`config.mk`:
```
export PLATFORM = sky130hd
export DESIGN_NAME = i2s_tx_ctrl
export DESIGN_NICKNAME = d
export VERILOG_FILES = /design/src/rtl/i2stx_pkg.sv /design/src/rtl/i2stx_fifo.sv /design/src/rtl/i2stx_serial.sv /design/src/rtl/i2stx_regs.sv /design/src/rtl/i2s_tx_ctrl.sv
export SDC_FILE = /design/constraint.sdc
export NUM_CORES = 1
export LEC_CHECK = 0
export ABC_CLOCK_PERIOD_IN_PS = 10100
export BUFFER_PORTS_ARGS = -buffer_cell sky130_fd_sc_hd__clkbuf_2
export CORE_ASPECT_RATIO = 1.5
export CORE_MARGIN = 5
export CORE_UTILIZATION = 40
export CTS_CLUSTER_DIAMETER = 30
export CTS_CLUSTER_SIZE = 30
export DETAILED_ROUTE_END_ITERATION = 12
export GPL_TIMING_DRIVEN = 0
export PLACE_DENSITY_LB_ADDON = 0.25
export SYNTH_ARGS = -nofsm -noshare
export SYNTH_HDL_FRONTEND = slang
export SYNTH_SLANG_ARGS = --single-unit
export TNS_END_PERCENT = 20
```
`constraint.sdc`:
```
create_clock -name clk -period 10.1 [get_ports clk]
set_clock_uncertainty 0.05 [all_clocks]
set_input_delay 2.02 -clock clk [delete_from_list [all_inputs] [get_ports clk]]
set_output_delay 2.02 -clock clk [all_outputs]
set_load 0.005 [all_outputs]
```
`src/rtl/i2stx_pkg.sv`:
```
package i2stx_pkg;

    localparam logic [8:0] OFS_GEN     = 9'h000;
    localparam logic [8:0] OFS_BLK     = 9'h008;
    localparam logic [8:0] OFS_CLKEN   = 9'h00C;
    localparam logic [8:0] OFS_CLKCFG  = 9'h010;
    localparam logic [8:0] OFS_TXRST   = 9'h018;
    localparam logic [8:0] OFS_LHOLD   = 9'h020;
    localparam logic [8:0] OFS_RHOLD   = 9'h024;
    localparam logic [8:0] OFS_CHEN    = 9'h02C;
    localparam logic [8:0] OFS_TXCFG   = 9'h034;
    localparam logic [8:0] OFS_STAT    = 9'h038;
    localparam logic [8:0] OFS_MASK    = 9'h03C;
    localparam logic [8:0] OFS_OVCLR   = 9'h044;
    localparam logic [8:0] OFS_TXLVL   = 9'h04C;
    localparam logic [8:0] OFS_TXFLUSH = 9'h054;

    typedef struct packed {
        logic [31:0] left;
        logic [31:0] right;
    } pair_t;

    typedef enum logic [1:0] {
        SLOT_16  = 2'd0,
        SLOT_24  = 2'd1,
        SLOT_32  = 2'd2,
        SLOT_RSV = 2'd3
    } slot_e;

    typedef struct packed {
        logic       run;
        slot_e      slot;
        logic [2:0] res;
    } txcfg_t;

    function automatic logic [5:0] slot_len(input slot_e s);
        case (s)
            SLOT_16: return 6'd16;
            SLOT_24: return 6'd24;
            default: return 6'd32;
        endcase
    endfunction

    function automatic logic [5:0] res_len(input logic [2:0] c);
        case (c)
            3'd2:    return 6'd16;
            3'd4:    return 6'd24;
            default: return 6'd32;
        endcase
    endfunction

    // Bit q of a frame (0 = left MSB position), for slot width w and sample width r.
    function automatic logic slot_bit(input pair_t p, input logic [5:0] q,
                                      input logic [5:0] w, input logic [5:0] r);
        logic [31:0] word;
        logic [5:0]  i;
        logic [4:0]  idx;
        if (q >= w) begin
            word = p.right;
            i    = q - w;
        end else begin
            word = p.left;
            i    = q;
        end
        idx = 5'(r - 6'd1 - i);
        return (i < r) ? word[idx] : 1'b0;
    endfunction

endpackage

```
`src/rtl/i2stx_fifo.sv`:
```
module i2stx_fifo
    import i2stx_pkg::*;
#(
    parameter int DEPTH = 8,
    parameter int LVL_W = $clog2(DEPTH + 1)
) (
    input  logic             clk,
    input  logic             rst,
    input  logic             flush,
    input  logic             push,
    input  pair_t            push_data,
    input  logic             pop,
    output pair_t            head,
    output logic             full,
    output logic             empty,
    output logic [LVL_W-1:0] level
);
    localparam int PTR_W = (DEPTH > 1) ? $clog2(DEPTH) : 1;

    pair_t            mem [DEPTH];
    logic [PTR_W-1:0] wp_q, rp_q;
    logic [LVL_W-1:0] lvl_q;
    logic             do_push, do_pop;

    assign full    = (lvl_q == LVL_W'(DEPTH));
    assign empty   = (lvl_q == '0);
    assign level   = lvl_q;
    assign head    = mem[rp_q];
    assign do_push = push && !full;
    assign do_pop  = pop && !empty;

    function automatic logic [PTR_W-1:0] bump(input logic [PTR_W-1:0] p);
        return (p == PTR_W'(DEPTH - 1)) ? '0 : PTR_W'(p + 1'b1);
    endfunction

    always_ff @(posedge clk) begin
        if (do_push) mem[wp_q] <= push_data;
    end

    always_ff @(posedge clk) begin
        if (rst || flush) begin
            wp_q  <= '0;
            rp_q  <= '0;
            lvl_q <= '0;
        end else begin
            if (do_push) wp_q <= bump(wp_q);
            if (do_pop)  rp_q <= bump(rp_q);
            case ({do_push, do_pop})
                2'b10:   lvl_q <= LVL_W'(lvl_q + 1'b1);
                2'b01:   lvl_q <= LVL_W'(lvl_q - 1'b1);
                default: lvl_q <= lvl_q;
            endcase
        end
    end

    // a push into a full queue never displaces an entry
    a_r3_no_overflow: assert property (@(posedge clk) disable iff (rst)
        (push && full && !pop && !flush) |=> full);

    // the serial engine only pops when a pair is present
    a_r10_no_empty_pop: assert property (@(posedge clk) disable iff (rst)
        pop |-> !empty);

endmodule

```
`src/rtl/i2stx_serial.sv`:
```
module i2stx_serial
    import i2stx_pkg::*;
#(
    parameter int HALF_DIV = 2
) (
    input  logic  clk,
    input  logic  rst,
    input  logic  run,
    input  slot_e slot,
    input  logic [2:0] res,
    input  logic  fifo_empty,
    input  pair_t head,
    output logic  pop,
    output logic  sclk,
    output logic  ws,
    output logic  sd
);
    localparam int DIV_W = (HALF_DIV > 1) ? $clog2(HALF_DIV) : 1;

    logic [DIV_W-1:0] div_q;
    logic             sclk_q, ws_q, sd_q;
    logic [5:0]       pos_q;
    pair_t            cur_q;

    logic [5:0] w, r, last, np, q;
    logic       tick, fall, load;
    pair_t      src;

    assign w    = slot_len(slot);
    assign r    = res_len(res);
    assign last = 6'((w << 1) - 6'd1);
    assign tick = (div_q == DIV_W'(HALF_DIV - 1));
    assign fall = tick && sclk_q;
    assign np   = (pos_q >= last) ? 6'd0 : 6'(pos_q + 6'd1);
    assign q    = (np == 6'd0) ? last : 6'(np - 6'd1);
    assign load = fall && (np == 6'd1);
    assign src  = load ? (fifo_empty ? '0 : head) : cur_q;
    assign pop  = run && load && !fifo_empty;

    always_ff @(posedge clk) begin
        if (rst || !run) begin
            div_q  <= '0;
            sclk_q <= 1'b0;
            ws_q   <= 1'b0;
            sd_q   <= 1'b0;
            pos_q  <= last;
            cur_q  <= '0;
        end else if (tick) begin
            div_q  <= '0;
            sclk_q <= ~sclk_q;
            if (sclk_q) begin
                pos_q <= np;
                ws_q  <= (np >= w);
                cur_q <= src;
                sd_q  <= slot_bit(src, q, w, r);
            end
        end else begin
            div_q <= DIV_W'(div_q + 1'b1);
        end
    end

    assign sclk = sclk_q;
    assign ws   = ws_q;
    assign sd   = sd_q;

    // serial lines fall idle once the enable chain drops
    a_r2_idle_low: assert property (@(posedge clk) disable iff (rst)
        !run |=> (!sclk_q && !ws_q && !sd_q));

    // word select moves only with a falling bit clock
    a_r8_ws_on_fall: assert property (@(posedge clk) disable iff (rst)
        (run && $past(run) && !$stable(ws_q)) |-> $fell(sclk_q));

endmodule

```
`src/rtl/i2stx_regs.sv`:
```
module i2stx_regs
    import i2stx_pkg::*;
#(
    parameter int LVL_W = 4
) (
    input  logic             clk,
    input  logic             rst,
    input  logic             bus_sel,
    input  logic             bus_wr,
    input  logic [8:0]       bus_addr,
    input  logic [31:0]      bus_wdata,
    output logic [31:0]      bus_rdata,
    input  logic             fifo_full,
    input  logic [LVL_W-1:0] fifo_level,
    output logic             push,
    output pair_t            push_pair,
    output logic             flush,
    output txcfg_t           cfg,
    output logic             irq
);
    logic             gen_q, blk_q, clken_q, chen_q, ovr_q;
    slot_e            slot_q;
    logic [2:0]       res_q;
    logic [5:0]       mask_q;
    logic [LVL_W-1:0] trig_q;
    logic [31:0]      lhold_q;
    logic             wr, empty_st;
    logic [5:0]       stat;

    assign wr = bus_sel && bus_wr;

    function automatic logic hit(input logic w_en, input logic [8:0] a, input logic [8:0] ofs);
        return w_en && (a == ofs);
    endfunction

    assign push      = hit(wr, bus_addr, OFS_RHOLD);
    assign push_pair = '{left: lhold_q, right: bus_wdata};
    assign flush     = !gen_q
                     || (hit(wr, bus_addr, OFS_TXRST)   && bus_wdata[0])
                     || (hit(wr, bus_addr, OFS_TXFLUSH) && bus_wdata[0]);

    always_ff @(posedge clk) begin
        if (rst) begin
            gen_q   <= 1'b0;
            blk_q   <= 1'b0;
            clken_q <= 1'b0;
            chen_q  <= 1'b0;
            slot_q  <= SLOT_16;
            res_q   <= 3'd2;
            mask_q  <= 6'h33;
            trig_q  <= '0;
            lhold_q <= '0;
            ovr_q   <= 1'b0;
        end else begin
            if (hit(wr, bus_addr, OFS_GEN))    gen_q   <= bus_wdata[0];
            if (hit(wr, bus_addr, OFS_BLK))    blk_q   <= bus_wdata[0];
            if (hit(wr, bus_addr, OFS_CLKEN))  clken_q <= bus_wdata[0];
            if (hit(wr, bus_addr, OFS_CHEN))   chen_q  <= bus_wdata[0];
            if (hit(wr, bus_addr, OFS_CLKCFG)) slot_q  <= slot_e'(bus_wdata[4:3]);
            if (hit(wr, bus_addr, OFS_TXCFG))  res_q   <= bus_wdata[2:0];
            if (hit(wr, bus_addr, OFS_MASK))   mask_q  <= bus_wdata[5:0];
            if (hit(wr, bus_addr, OFS_TXLVL))  trig_q  <= bus_wdata[LVL_W-1:0];
            if (hit(wr, bus_addr, OFS_LHOLD))  lhold_q <= bus_wdata;
            if (push && fifo_full)
                ovr_q <= 1'b1;
            else if (hit(wr, bus_addr, OFS_OVCLR))
                ovr_q <= 1'b0;
        end
    end

    assign empty_st = (fifo_level <= trig_q);
    assign stat     = {ovr_q, empty_st, 4'b0};
    assign irq      = |(stat[5:4] & ~mask_q[5:4]);

    assign cfg.run  = gen_q && blk_q && clken_q && chen_q;
    assign cfg.slot = slot_q;
    assign cfg.res  = res_q;

    always_comb begin
        bus_rdata = '0;
        case (bus_addr)
            OFS_GEN:    bus_rdata[0]       = gen_q;
            OFS_BLK:    bus_rdata[0]       = blk_q;
            OFS_CLKEN:  bus_rdata[0]       = clken_q;
            OFS_CHEN:   bus_rdata[0]       = chen_q;
            OFS_CLKCFG: bus_rdata[4:3]     = slot_q;
            OFS_TXCFG:  bus_rdata[2:0]     = res_q;
            OFS_STAT:   bus_rdata[5:0]     = stat;
            OFS_MASK:   bus_rdata[5:0]     = mask_q;
            OFS_TXLVL:  bus_rdata[LVL_W-1:0] = trig_q;
            default:    bus_rdata = '0;
        endcase
    end

    // writing a pair into a full queue raises overrun
    a_r3_ovr_set: assert property (@(posedge clk) disable iff (rst)
        (push && fifo_full) |=> ovr_q);

    // the clear write drops overrun unless a new one arrives with it
    a_r4_ovr_clear: assert property (@(posedge clk) disable iff (rst)
        (wr && bus_addr == OFS_OVCLR && !(push && fifo_full)) |=> !ovr_q);

endmodule

```
`src/rtl/i2s_tx_ctrl.sv`:
```
module i2s_tx_ctrl
    import i2stx_pkg::*;
#(
    parameter int FIFO_DEPTH = 8,
    parameter int HALF_DIV   = 2
) (
    input  logic        clk,
    input  logic        rst,
    input  logic        bus_sel,
    input  logic        bus_wr,
    input  logic [8:0]  bus_addr,
    input  logic [31:0] bus_wdata,
    output logic [31:0] bus_rdata,
    output logic        sclk,
    output logic        ws,
    output logic        sd,
    output logic        irq
);
    localparam int LVL_W = $clog2(FIFO_DEPTH + 1);

    pair_t            push_pair, head;
    txcfg_t           cfg;
    logic             push, pop, flush, full, empty;
    logic [LVL_W-1:0] level;

    i2stx_regs #(.LVL_W(LVL_W)) u_regs (
        .clk        (clk),
        .rst        (rst),
        .bus_sel    (bus_sel),
        .bus_wr     (bus_wr),
        .bus_addr   (bus_addr),
        .bus_wdata  (bus_wdata),
        .bus_rdata  (bus_rdata),
        .fifo_full  (full),
        .fifo_level (level),
        .push       (push),
        .push_pair  (push_pair),
        .flush      (flush),
        .cfg        (cfg),
        .irq        (irq)
    );

    i2stx_fifo #(.DEPTH(FIFO_DEPTH), .LVL_W(LVL_W)) u_fifo (
        .clk       (clk),
        .rst       (rst),
        .flush     (flush),
        .push      (push),
        .push_data (push_pair),
        .pop       (pop),
        .head      (head),
        .full      (full),
        .empty     (empty),
        .level     (level)
    );

    i2stx_serial #(.HALF_DIV(HALF_DIV)) u_serial (
        .clk        (clk),
        .rst        (rst),
        .run        (cfg.run),
        .slot       (cfg.slot),
        .res        (cfg.res),
        .fifo_empty (empty),
        .head       (head),
        .pop        (pop),
        .sclk       (sclk),
        .ws         (ws),
        .sd         (sd)
    );

endmodule

```
## Word level (Yosys, flattened, before mapping)

Memory sizes are Yosys's and may differ from the RTL's. A register that Yosys moved wholly into a read port is not among the register bits.
Cells that the tools add are included.

- Add/sub/neg operators: 11
- $lt $le $gt $ge: 6
- Eq/ne operators: 22
- Muxes and demuxes: 34
- Bitwise operators: 3
- Reductions and logical operators: 46

Operator list:

| kind | count |
|---|---|
| 32-bit 2-to-1 mux | 4 |
| 64-bit 2-to-1 mux | 2 |
| 9-bit by 6-bit == test with 1-bit output, second input constant | 6 |
| 6-bit 2-to-1 mux | 9 |
| 9-bit by 7-bit == test with 1-bit output, second input constant | 3 |
| 1-bit logical AND | 26 |
| 6-bit one-hot mux with 2 select lines | 2 |
| 9-bit by 4-bit == test with 1-bit output, second input constant | 2 |
| 9-bit by 5-bit == test with 1-bit output, second input constant | 2 |
| 6-bit >= comparator | 3 |
| 3-bit 2-to-1 mux | 4 |
| 6-bit by 1-bit subtractor with 6-bit output, second input constant | 2 |
| 3-bit == test, second input constant | 3 |
| 9-bit zero test | 1 |
| 4-bit one-hot mux with 2 select lines | 1 |
| 2-bit nonzero test | 4 |
| 1-bit one-hot mux with 7 select lines | 1 |
| 3-bit by 1-bit adder with 3-bit output, second input constant | 2 |
| 6-bit by 1-bit adder with 6-bit output, second input constant | 1 |
| 6-bit by 1-bit == test with 1-bit output, second input constant | 1 |
| 6-bit zero test | 1 |
| 5-bit by 6-bit < comparator with 1-bit output, second input constant | 1 |
| 6-bit < comparator | 1 |
| 1-bit 2-to-1 mux | 6 |
| other kinds (24) | 34 |

- Register bits: 136
- Bits in writable memories: 512
- Input bits: 45
- Output and inout bits: 36
- Word-level logic and storage cells: 143
- Memories kept: 1

Memories:

| name | words | bits a word | read ports | clocked after Yosys merged registers in | wr ports | RTL line | text |
|---|---|---|---|---|---|---|---|
| u_fifo.mem | 8 | 64 | 1 | 1 | 1 | i2stx_fifo.sv:20 | `pair_t mem [DEPTH];` |

## Depth between registers and ports, before layout

Gate-level depths: netlist of run 1.

- Depth in word-level cells: 16
- Gate-level depth with buffers: 27
- Depth with buffers taken out: 23

## Hierarchy

Synthesis of run 1 repeated with hierarchy kept, for this count alone.

- Cells, all modules: 1659
- Area total of the unflattened synthesis: 27144.8 um^2

Modules (own cells, without submodules):

| module | times used | cells an instance | area each (um^2) | seq. area each (um^2) |
|---|---|---|---|---|
| i2stx_fifo | 1 | 821 | 19925.4 | 15635.0 |
| i2stx_serial | 1 | 490 | 4399.2 | 1541.5 |
| i2stx_regs | 1 | 348 | 2820.2 | 1041.0 |

## Worst setup path before layout of run 1

OpenSTA, ideal clock, no wires.

- Path type: in2reg
- Start: in bus_addr[2]
- End: mem u_fifo.mem[0][0] (netlist bit), enable pin
- Library setup time: 0.565 ns
- Data arrival time: 7.779 ns
- Data required time: 9.485 ns
- Setup slack: 1.706 ns
- Stages on the path: 7
- Buffers on the path: 1
- Cell sequence: clkbuf_1 nor2b_1 nand2_1 nor4_1 nand2_1 or2_2 nor3_1

- Word-level cells in the longest chain between the ends: 5

Ends and longest elaborated chain:

| element | RTL line | text |
|---|---|---|
| start: declaration | i2s_tx_ctrl.sv:11 | `input logic [8:0] bus_addr,` |
| 9-bit by 6-bit == test with 1-bit output | i2stx_regs.sv:33 | `return w_en && (a == ofs);` |
| 1-bit logical AND | i2stx_regs.sv:33 |  |
| 1-bit logical AND | i2stx_fifo.sv:29 | `assign do_push = push && !full;` |
| 1-bit 2-to-1 mux | i2stx_fifo.sv:37 | `if (do_push) mem[wp_q] <= push_data;` |
| 1-bit 2-to-1 mux (not written as such) | i2stx_fifo.sv:37 |  |
| end: declaration | i2stx_fifo.sv:20 |  |

Every way passes these cells.

## Worst setup path after layout of run 1

- Start: reg u_serial.pos_q[0]
- End: reg u_serial.sd_q, in the netlist u_serial.sd

- Word-level cells in the longest chain between the ends: 13

Ends and longest elaborated chain:

| element | RTL line | text |
|---|---|---|
| start: declaration | i2stx_serial.sv:22 | `logic [5:0] pos_q;` |
| start signal: assignment | i2stx_serial.sv:46 | `pos_q <= last;` |
| start signal: assignment | i2stx_serial.sv:52 | `pos_q <= np;` |
| 6-bit by 1-bit adder with 6-bit output or 6-bit >= comparator (tied branches) | i2stx_serial.sv:34 | `assign np = (pos_q >= last) ? 6'd0 : 6'(pos_q + 6'd1);` |
| 6-bit 2-to-1 mux * | i2stx_serial.sv:34 |  |
| 6-bit by 1-bit subtractor with 6-bit output or 6-bit zero test (tied branches) | i2stx_serial.sv:35 | `assign q = (np == 6'd0) ? last : 6'(np - 6'd1);` |
| 6-bit 2-to-1 mux | i2stx_serial.sv:35 |  |
| 6-bit subtractor or 6-bit >= comparator (tied branches) | i2stx_pkg.sv:60, i2stx_pkg.sv:58 |  |
| 6-bit 2-to-1 mux | i2stx_pkg.sv:58 | `if (q >= w) begin` |
| 6-bit 2-to-1 mux | i2stx_serial.sv:51 | `if (sclk_q) begin` |
| 6-bit 2-to-1 mux | i2stx_serial.sv:48 | `end else if (tick) begin` |
| 6-bit 2-to-1 mux | i2stx_serial.sv:41 | `if (rst \|\| !run) begin` |
| 5-bit subtractor | i2stx_pkg.sv:65 | `idx = 5'(r - 6'd1 - i);` |
| 1-bit binary-select mux with 5-bit select | i2stx_pkg.sv:66 | `return (i < r) ? word[idx] : 1'b0;` |
| 1-bit 2-to-1 mux (not written as such) | i2stx_pkg.sv:66 |  |
| 1-bit 2-to-1 mux * | i2stx_pkg.sv:66 |  |
| end signal: assignment | i2stx_serial.sv:55 | `sd_q <= slot_bit(src, q, w, r);` |
| end: declaration | i2stx_serial.sv:21 | `logic sclk_q, ws_q, sd_q;` |

Mark *: on every way between the ends. The rest lies on a longest branch, timed or not. The select of a mux whose other input is x is not followed.
A chain may end at the register's enable or synchronous reset.

==> results.txt, run 1 <==
The final global-route overflow total is 0. The placed instance count is 2,541. The flip-flop and latch area came out at 18,200 um2. The share of synthesized flip-flops with an asynchronous set or reset came out at 0. Once the clock tree was built, the setup fixing pass inserted 0 buffers. The total number of yosys warnings came out at 0. The I/O pin count is 81. For this design the static power due to leakage is 10.7 nW.

The first-pass GRT wire length came out at 97,400 um. TritonCTS built the clock tree. The total number of vias is 14,435. The post-detailed-placement half-perimeter wirelength came out at 43,600 um.

The max-slew violation count came to 0. The cell type group with the largest total delay on the critical path is adder cells. The worst setup path is captured at a flip-flop. Setup repair after global routing left no endpoint under its margin.

The number of buffers and inverters on the critical path is 5. The data required time of the critical path came out at 10.53 ns. The number of failing hold endpoints at the final stage came out at 0. The most used flip-flop cell after synthesis is sky130_fd_sc_hd__edfxtp_1.

At the later pin of the worst-skew pair, clock insertion delay measures 0.63 ns. The clock net sink count is 651. The largest stage delay on the critical path is 0.48 ns.

The post-synthesis sequential element count came out at 651. The initial antenna violation count came out at 1. Across the VDD grid, the largest voltage drop is 0.000164 V.

The post-place instance area is 28,200 um2. After routing the design area is 31,500 um2. The number of enable flip-flop cells after synthesis came out at 518. The height of the chip is 323 um. For this design, the CTS-stage hold fixing added 0 buffers.

The sequential fraction of the synthesis area came out at 0.698. In the final layout, the share of cells above drive strength 1 is 0.244. The register clock-pin slew on the reported worst setup and hold paths came out at 0.05 ns. The core outline area is 64,600 um2.

After clock tree synthesis, the repair step resized 0 gates. The final cell count without fillers came out at 2,709. The site row count is 114. The largest fanout on the critical path is 11.

From left edge to right edge, the die measures 219 um. The number of optimization iterations in the first detailed-route pass came out at 5. The run finished with clean final reports. The count of unresolved DRC violations after routing came out at 0. In the routed layout, each cell is associated on average with a via count of 5.33. The highest clock rate came out at 154 MHz. The fill cell total of the finished layout is 5,349.

By count the netlist is led by sky130_fd_sc_hd__edfxtp_1, sky130_fd_sc_hd__dfxtp_1, sky130_fd_sc_hd__nor2_1. The area growth from synthesis to layout is 20.8%. The final layout contains routed wiring with a total length of 65,500 um. After layout, the minimum clock period comes to 6.50 ns. At the end of the flow the core is filled with cells to 0.488. Of all cell types, the one taking the most synthesized area is sky130_fd_sc_hd__edfxtp_1. Clock tree synthesis inserted a total of 89 buffers.

The count of different cell masters after synthesis came out at 63. Among all cell types in the netlist, the one instantiated most often is sky130_fd_sc_hd__edfxtp_1. The endpoint arrival time on the critical path is 6.92 ns. The critical path is of the flip-flop to flip-flop type. The transition time at the pin with the least slew margin came out at 1.32 ns. Power spread over the standard cell area amounts to 199 nW/um2. Clock tree synthesis selected as its root buffer the cell sky130_fd_sc_hd__clkbuf_16. The die covers 70,600 um2. The share of Yosys cell area claimed by the top area cell type is 0.596. The via count of the first global-routing pass came out at 15,161.

The initial utilization of the core area, before any placement, comes to 0.404. The mean post-synth cell area came out at 16.7 um2. In the global route stage, overall resource usage came out at 0.186. The part of the cycle the worst path needs is 0.643. The combined area of the multi-input logic cells came out at 7400 um2. The weighted congestion reported at the end of routability-driven placement came out at 0.871. The number of nets with antenna violations after routing is 0.

The H-tree generated during clock tree synthesis spans 3 levels. In this run the worst hold path is classified as flip-flop to flip-flop. The mapped cell area is 26,100 um2. Walking the worst path, the cells encountered are ha_1 -> and3_4 -> maj3_2 -> and2_1 -> or3_1 -> buf_2 -> ha_1 -> nand3b_1 -> clkbuf_1 -> nor2_1 -> a21oi_1 -> ha_1 -> a21o_1 -> a21o_1 -> a31oi_1 -> buf_2 -> buf_6 -> buf_6 -> mux2_2 -> ha_1 -> xnor2_1 -> or3_1 -> o311ai_1 -> o31ai_1. The count of input and output buffers came out at 51. The number of instances in the synthesized netlist is 1,560. The worst-case headroom to the max-slew limit came out at 0.122.

The longest clock path from root to sink contains 3 buffers. In the post-synthesis netlist, the biggest area contributors are sky130_fd_sc_hd__edfxtp_1, sky130_fd_sc_hd__mux4_2, sky130_fd_sc_hd__dfxtp_1. The first routing iteration left 1,207 violations. The average wire per cell in the routed design is 24.2 um. The slowest stage of the critical path belongs to the cell sky130_fd_sc_hd__edfxtp_1. The worst setup path is launched from a flip-flop. The largest net degree at the start of global routing is 24. The number of violations of the max-capacitance limit is 0. The most numerous cell type found on the critical path is sky130_fd_sc_hd__ha_1. The number of endpoints failing setup at the final stage came out at 0. The layout net count is 1,835.
[kinds of logic after synthesis]
family	Yosys count	share of synthesized area
other	1	0.000144
xor gates and xnor gates	15	0.00503
muxes	257	0.160
buffers and inverters	129	0.0248
DFF	651	0.698
adders and majority gates	29	0.0144
and+or+nand+nor	309	0.0519
AOI/OAI and AO/OA	169	0.0456
[layout by cell type (no fill, tap or decap), types with 9 or more instances in the layout]
cell type                   instances
sky130_fd_sc_hd__clkinv_8           9
sky130_fd_sc_hd__buf_6             19
sky130_fd_sc_hd__dfxtp_1          133
sky130_fd_sc_hd__a22o_1            52
sky130_fd_sc_hd__inv_1             18
sky130_fd_sc_hd__nor3_1            11
sky130_fd_sc_hd__edfxtp_1         518
sky130_fd_sc_hd__buf_1             11
sky130_fd_sc_hd__nor2_1           126
sky130_fd_sc_hd__nand2_1          100
sky130_fd_sc_hd__clkbuf_2          51
sky130_fd_sc_hd__clkbuf_1          55
sky130_fd_sc_hd__mux4_2           128
sky130_fd_sc_hd__nand3_1           11
sky130_fd_sc_hd__buf_12            10
sky130_fd_sc_hd__a22oi_1           10
sky130_fd_sc_hd__conb_1            26
sky130_fd_sc_hd__buf_2             17
sky130_fd_sc_hd__clkbuf_16         94
sky130_fd_sc_hd__a21oi_1           63
sky130_fd_sc_hd__buf_16             9
sky130_fd_sc_hd__ha_1              26
sky130_fd_sc_hd__bufinv_16         12
sky130_fd_sc_hd__buf_4             27
sky130_fd_sc_hd__mux2i_1          122
[flip-flops by register name, summed over array words and instances, names as in the netlist, 2 cells and up, named ones only]
signal and cells:
u_regs.lhold_q 32, u_fifo.level 4, u_serial.pos_q 6, u_fifo.rp_q 3
u_regs.slot_q 2, u_serial.cur_q 64, u_regs.trig_q 4, u_regs.res_q 3
u_regs.mask_q 6, u_fifo.wp_q 3, u_fifo.mem 512
[routing by layer]
metal / part of all wire / track usage / wire, um
met1: 0.39 / 0.233 / 25800
met2: 0.51 / 0.325 / 33600
met3: 0.060 / 0.0368 / 3940
met4: 0.034 / 0.0665 / 2230
met5: 0 / 0 / 0
[metrics by stage]
stage | setup WS [ns] | hold slack [ns] | total power (W) | TNS, ns
after floorplan | 1.71 | 0.383 | 0.00295 | 0
final | 3.60 | 0.414 | 0.00627 | 0
after global placement | -3.80 | 0.394 | 0.00298 | -482.61
after CTS | 3.61 | 0.417 | 0.00631 | 0
after global routing | 3.23 | 0.431 | 0.00645 | 0
after detailed placement | 3.63 | 0.407 | 0.00298 | 0
[report_power, final]
part | leakage, nW | switching, W | internal [W] | total, W
Sequential | 6.25 | 0.000000150 | 0.00287 | 0.00287
Combinational | 2.90 | 0.0000362 | 0.0000152 | 0.0000514
Clock | 1.60 | 0.00125 | 0.00210 | 0.00334
Total | 10.7 | 0.00128 | 0.00498 | 0.00627
[final timing paths]
kind | from | end | slack, ns | depth (start not counted)
worst max-delay path | u_serial.pos_q[0] | u_serial.sd | 3.60 | 24
worst min-delay path | u_serial.div_q | u_serial.div_q | 0.41 | 1
worst max register to register | u_serial.pos_q[0] | u_serial.sd | 3.60 | 24
worst min register to register | u_serial.div_q | u_serial.div_q | 0.41 | 1
[area by class of cell]
cell class	count	area share
flip-flops and latches	651	0.578
multi-input cells	805	0.235
clock buffers	107	0.0780
well taps	870	0.0345
repair buffers	86	0.0281
clock inverters	60	0.0263
plain buffers	108	0.0181
inverters	21	0.00250
diodes	1	0.0000794
Note: power is estimated with default switching activity, not from simulation.
==> run 2: changes to the inputs <==
- ABC_CLOCK_PERIOD_IN_PS: 10100 -> 5790
- clock period: 10.1 -> 5.79 ns (I/O delays scaled with it)
==> results.txt, run 2 (synthesis gave the netlist of run 1 again) <==
Registers with the highest flip-flop counts: u_fifo.mem: 512 flops, u_serial.cur_q: 64 flops, u_regs.lhold_q: 32 flops (unchanged). The antenna cell count came to 0 (was 1). The via count of the first global-routing pass came out at 15,488 (was 15,161). The worst setup slack for register-to-register paths came to 0.23 ns (was 3.60 ns). The number of violations of the max-capacitance limit was 0 (unchanged). The starting DRC count in detailed routing is 1,244 (was 1,207).

The maximum clock insertion buffer count came out at 3 (unchanged). The layout cell share with drive strength beyond 1 came out at 0.250 (was 0.244). The critical path start-end classification is flip-flop to flip-flop (unchanged). The weighted congestion reported at the end of routability-driven placement came to 0.853 (was 0.871).

The transition time at the pin with the least slew margin is 1.31 ns (was 1.32 ns). The cell repeated most along the worst path is sky130_fd_sc_hd__buf_6 (was sky130_fd_sc_hd__ha_1). The average wire per cell in the routed design is 24.2 um (about the same). The cell type of the slowest stage on the worst timing path is sky130_fd_sc_hd__edfxtp_1 (unchanged). The max-slew violation count came out at 0 (unchanged). The total detailed-routing wirelength was 65,500 um (about the same).

The number of endpoints failing setup at the final stage came to 0 (unchanged). The height of the chip is 323 um (unchanged). The H-tree depth is 3 (unchanged). The total number of vias is 14,591 (was 14,435). The number of optimization iterations in the first detailed-route pass is 5 (unchanged). The first-pass GRT wire length was 97,700 um (was 97,400 um). The largest register by flop count is u_fifo.mem (unchanged).

The nature of the critical path startpoint is a flip-flop (unchanged). The die area came out at 70,600 um2 (unchanged). Series of cell instances along the critical path: ha_2 -> and3_4 -> maj3_2 -> and2_1 -> or3_1 -> clkbuf_4 -> ha_1 -> nand3b_1 -> buf_6 -> nor2_1 -> a21oi_2 -> ha_1 -> a21o_1 -> a21o_1 -> a31oi_2 -> buf_6 -> buf_6 -> buf_6 -> mux2_2 -> ha_1 -> xnor2_2 -> or3_1 -> o311ai_2 -> o31ai_1 (was ha_1 -> and3_4 -> maj3_2 -> and2_1 -> or3_1 -> buf_2 -> ha_1 -> nand3b_1 -> clkbuf_1 -> nor2_1 -> a21oi_1 -> ha_1 -> a21o_1 -> a21o_1 -> a31oi_1 -> buf_2 -> buf_6 -> buf_6 -> mux2_2 -> ha_1 -> xnor2_1 -> or3_1 -> o311ai_1 -> o31ai_1). The number of buffers created by CTS came out at 91 (was 89). The classification of the worst-slack hold path is flip-flop to flip-flop (unchanged). Status: finished clean (unchanged).

The effective utilization at floorplan came to 0.404 (unchanged). The count of input and output buffers came out at 51 (unchanged). The highest clock rate came to 180 MHz (was 154 MHz). The static leakage came out at 10.7 nW (about the same). The clock insertion delay at the later pin of the skew report came out at 0.62 ns (was 0.63 ns). The post-route core utilization came out at 0.489 (was 0.488). The clock net sink count is 651 (unchanged). The initial antenna violation count came out at 0 (was 1). The TritonCTS clock tree is yes (unchanged).

The area added between synthesis and finish came out at 21.1% (was 20.8%). The maximum vdd ir drop came out at 0.000239 V (was 0.000164 V). The register clock-pin slew on the reported worst setup and hold paths came out at 0.05 ns (about the same). Top library cells by usage in the layout, fill and taps aside: sky130_fd_sc_hd__edfxtp_1, sky130_fd_sc_hd__dfxtp_1, sky130_fd_sc_hd__mux4_2 (unchanged). The I/O pin count is 81 (unchanged).

The fill cell total of the finished layout came out at 5,361 (was 5,349). The number of flip-flops in the largest register came out at 512 (unchanged). The total power consumption of the routed design is 0.0110 W (was 0.00627 W). The power density over the cells came out at 347 nW/um2 (was 199 nW/um2). The layout net count came out at 1,837 (was 1,835).

The number of failing hold endpoints at the final stage came to 0 (unchanged). The count of unresolved DRC violations after routing came to 0 (unchanged). The final period demand of the worst path came out at 5.56 ns (was 6.50 ns). The largest net degree at the start of global routing came out at 26 (was 24). The site row count is 114 (unchanged). The endpoint arrival time on the critical path was 6.02 ns (was 6.92 ns). The part of the cycle the worst path needs came out at 0.961 (was 0.643). The post-detailed-placement half-perimeter wirelength came out at 42,900 um (was 43,600 um). The number of vias per cell came out at 5.38 (was 5.33). The core outline area came to 64,600 um2 (unchanged).

The data required time of the critical path came out at 6.24 ns (was 10.53 ns). The worst-case headroom to the max-slew limit is 0.129 (was 0.122). The die extent in x came out at 219 um (unchanged). The commonest non-fill, non-tap cell in the layout was sky130_fd_sc_hd__edfxtp_1 (unchanged).

The global router's overall resource usage is 0.186 (about the same). The category of the worst setup path capture point is a flip-flop (unchanged). The final global-route overflow total came out at 0 (unchanged). The number of nets with antenna violations after routing came out at 0 (unchanged). The clock root buffer is sky130_fd_sc_hd__clkbuf_16 (unchanged). The largest fanout on the critical path came out at 11 (unchanged).

The largest stage delay on the critical path came out at 0.42 ns (was 0.48 ns).
-- run 2: changes by cell type in the layout (fill, tap and decap cells not counted), moves of 3 or more --
cell	change
sky130_fd_sc_hd__bufinv_16	+3
sky130_fd_sc_hd__inv_8	-6
sky130_fd_sc_hd__buf_6	-3
sky130_fd_sc_hd__clkinv_4	+10
sky130_fd_sc_hd__buf_4	+4
sky130_fd_sc_hd__clkinv_8	-7
-- run 2: repair_timing --
item / CTS / global route
gates resized for setup: 6 / 12
hold buffers: 0 / 0
endpoints found under the setup margin: 1 / 1
setup buffers: 2 / 3
pin swaps: 0 / 2
-- run 2: path summary, 6_finish.rpt --
check                    to  cells after the start               from
max             u_serial.sd                     24  u_serial.pos_q[0]
min          u_serial.div_q                      1     u_serial.div_q
max reg2reg     u_serial.sd                     24  u_serial.pos_q[0]
min reg2reg  u_serial.div_q                      1     u_serial.div_q
-- run 2: worst max-delay path, delay by kind of cell (launching register included) --
family          cells  cell delay, ns
xor+xnor            1            0.19
compound gates      6            1.06
buf+inv             5            0.82
simple gates        6            1.19
fa+ha+maj           5            1.35
mux                 1            0.36
flops               1            0.42
-- run 2: through the flow --
stage                     TNS (ns)  area, um2  hold slack [ns]  cells  worst slack (ns)
after detailed placement    -0.575      28200            0.404   2536            -0.575
final                            0      31600            0.414   2712             0.227
after global routing       -0.0570      31600            0.427   2712           -0.0570
after floorplan             -92.40      26200            0.383   1585             -1.40
after global placement    -1922.22      27600            0.395   2506             -6.77
after CTS                        0      31500            0.415   2709            0.0337
-- run 2: layout make-up --
type | count | area [um2] | share of cell area
Inverter | 21 | 78.8 | 0.00249
Clock inverter | 65 | 891 | 0.0282
Clock buffer | 106 | 2390 | 0.0758
Buffer | 108 | 586 | 0.0185
Sequential cell | 651 | 18200 | 0.576
Multi-Input combinational cell | 805 | 7460 | 0.236
Tap cell | 870 | 1090 | 0.0344
Timing Repair Buffer | 86 | 896 | 0.0283
-- run 2: routing by layer --
layer / vias up / global-route usage / wire [um]
li1: 6482 / - / -
met1: 7478 / 0.236 / 25700
met2: 516 / 0.326 / 33600
met3: 115 / 0.0294 / 4110
met4: 0 / 0.0660 / 2060
met5: - / 0 / 0
-- run 2: report_power, final --
group          leakage, nW  internal [W]  switching [W]  total [W]
Clock                 1.59       0.00371        0.00217    0.00588
Sequential            6.25       0.00501    0.000000260    0.00501
Combinational         2.90     0.0000266      0.0000628  0.0000895
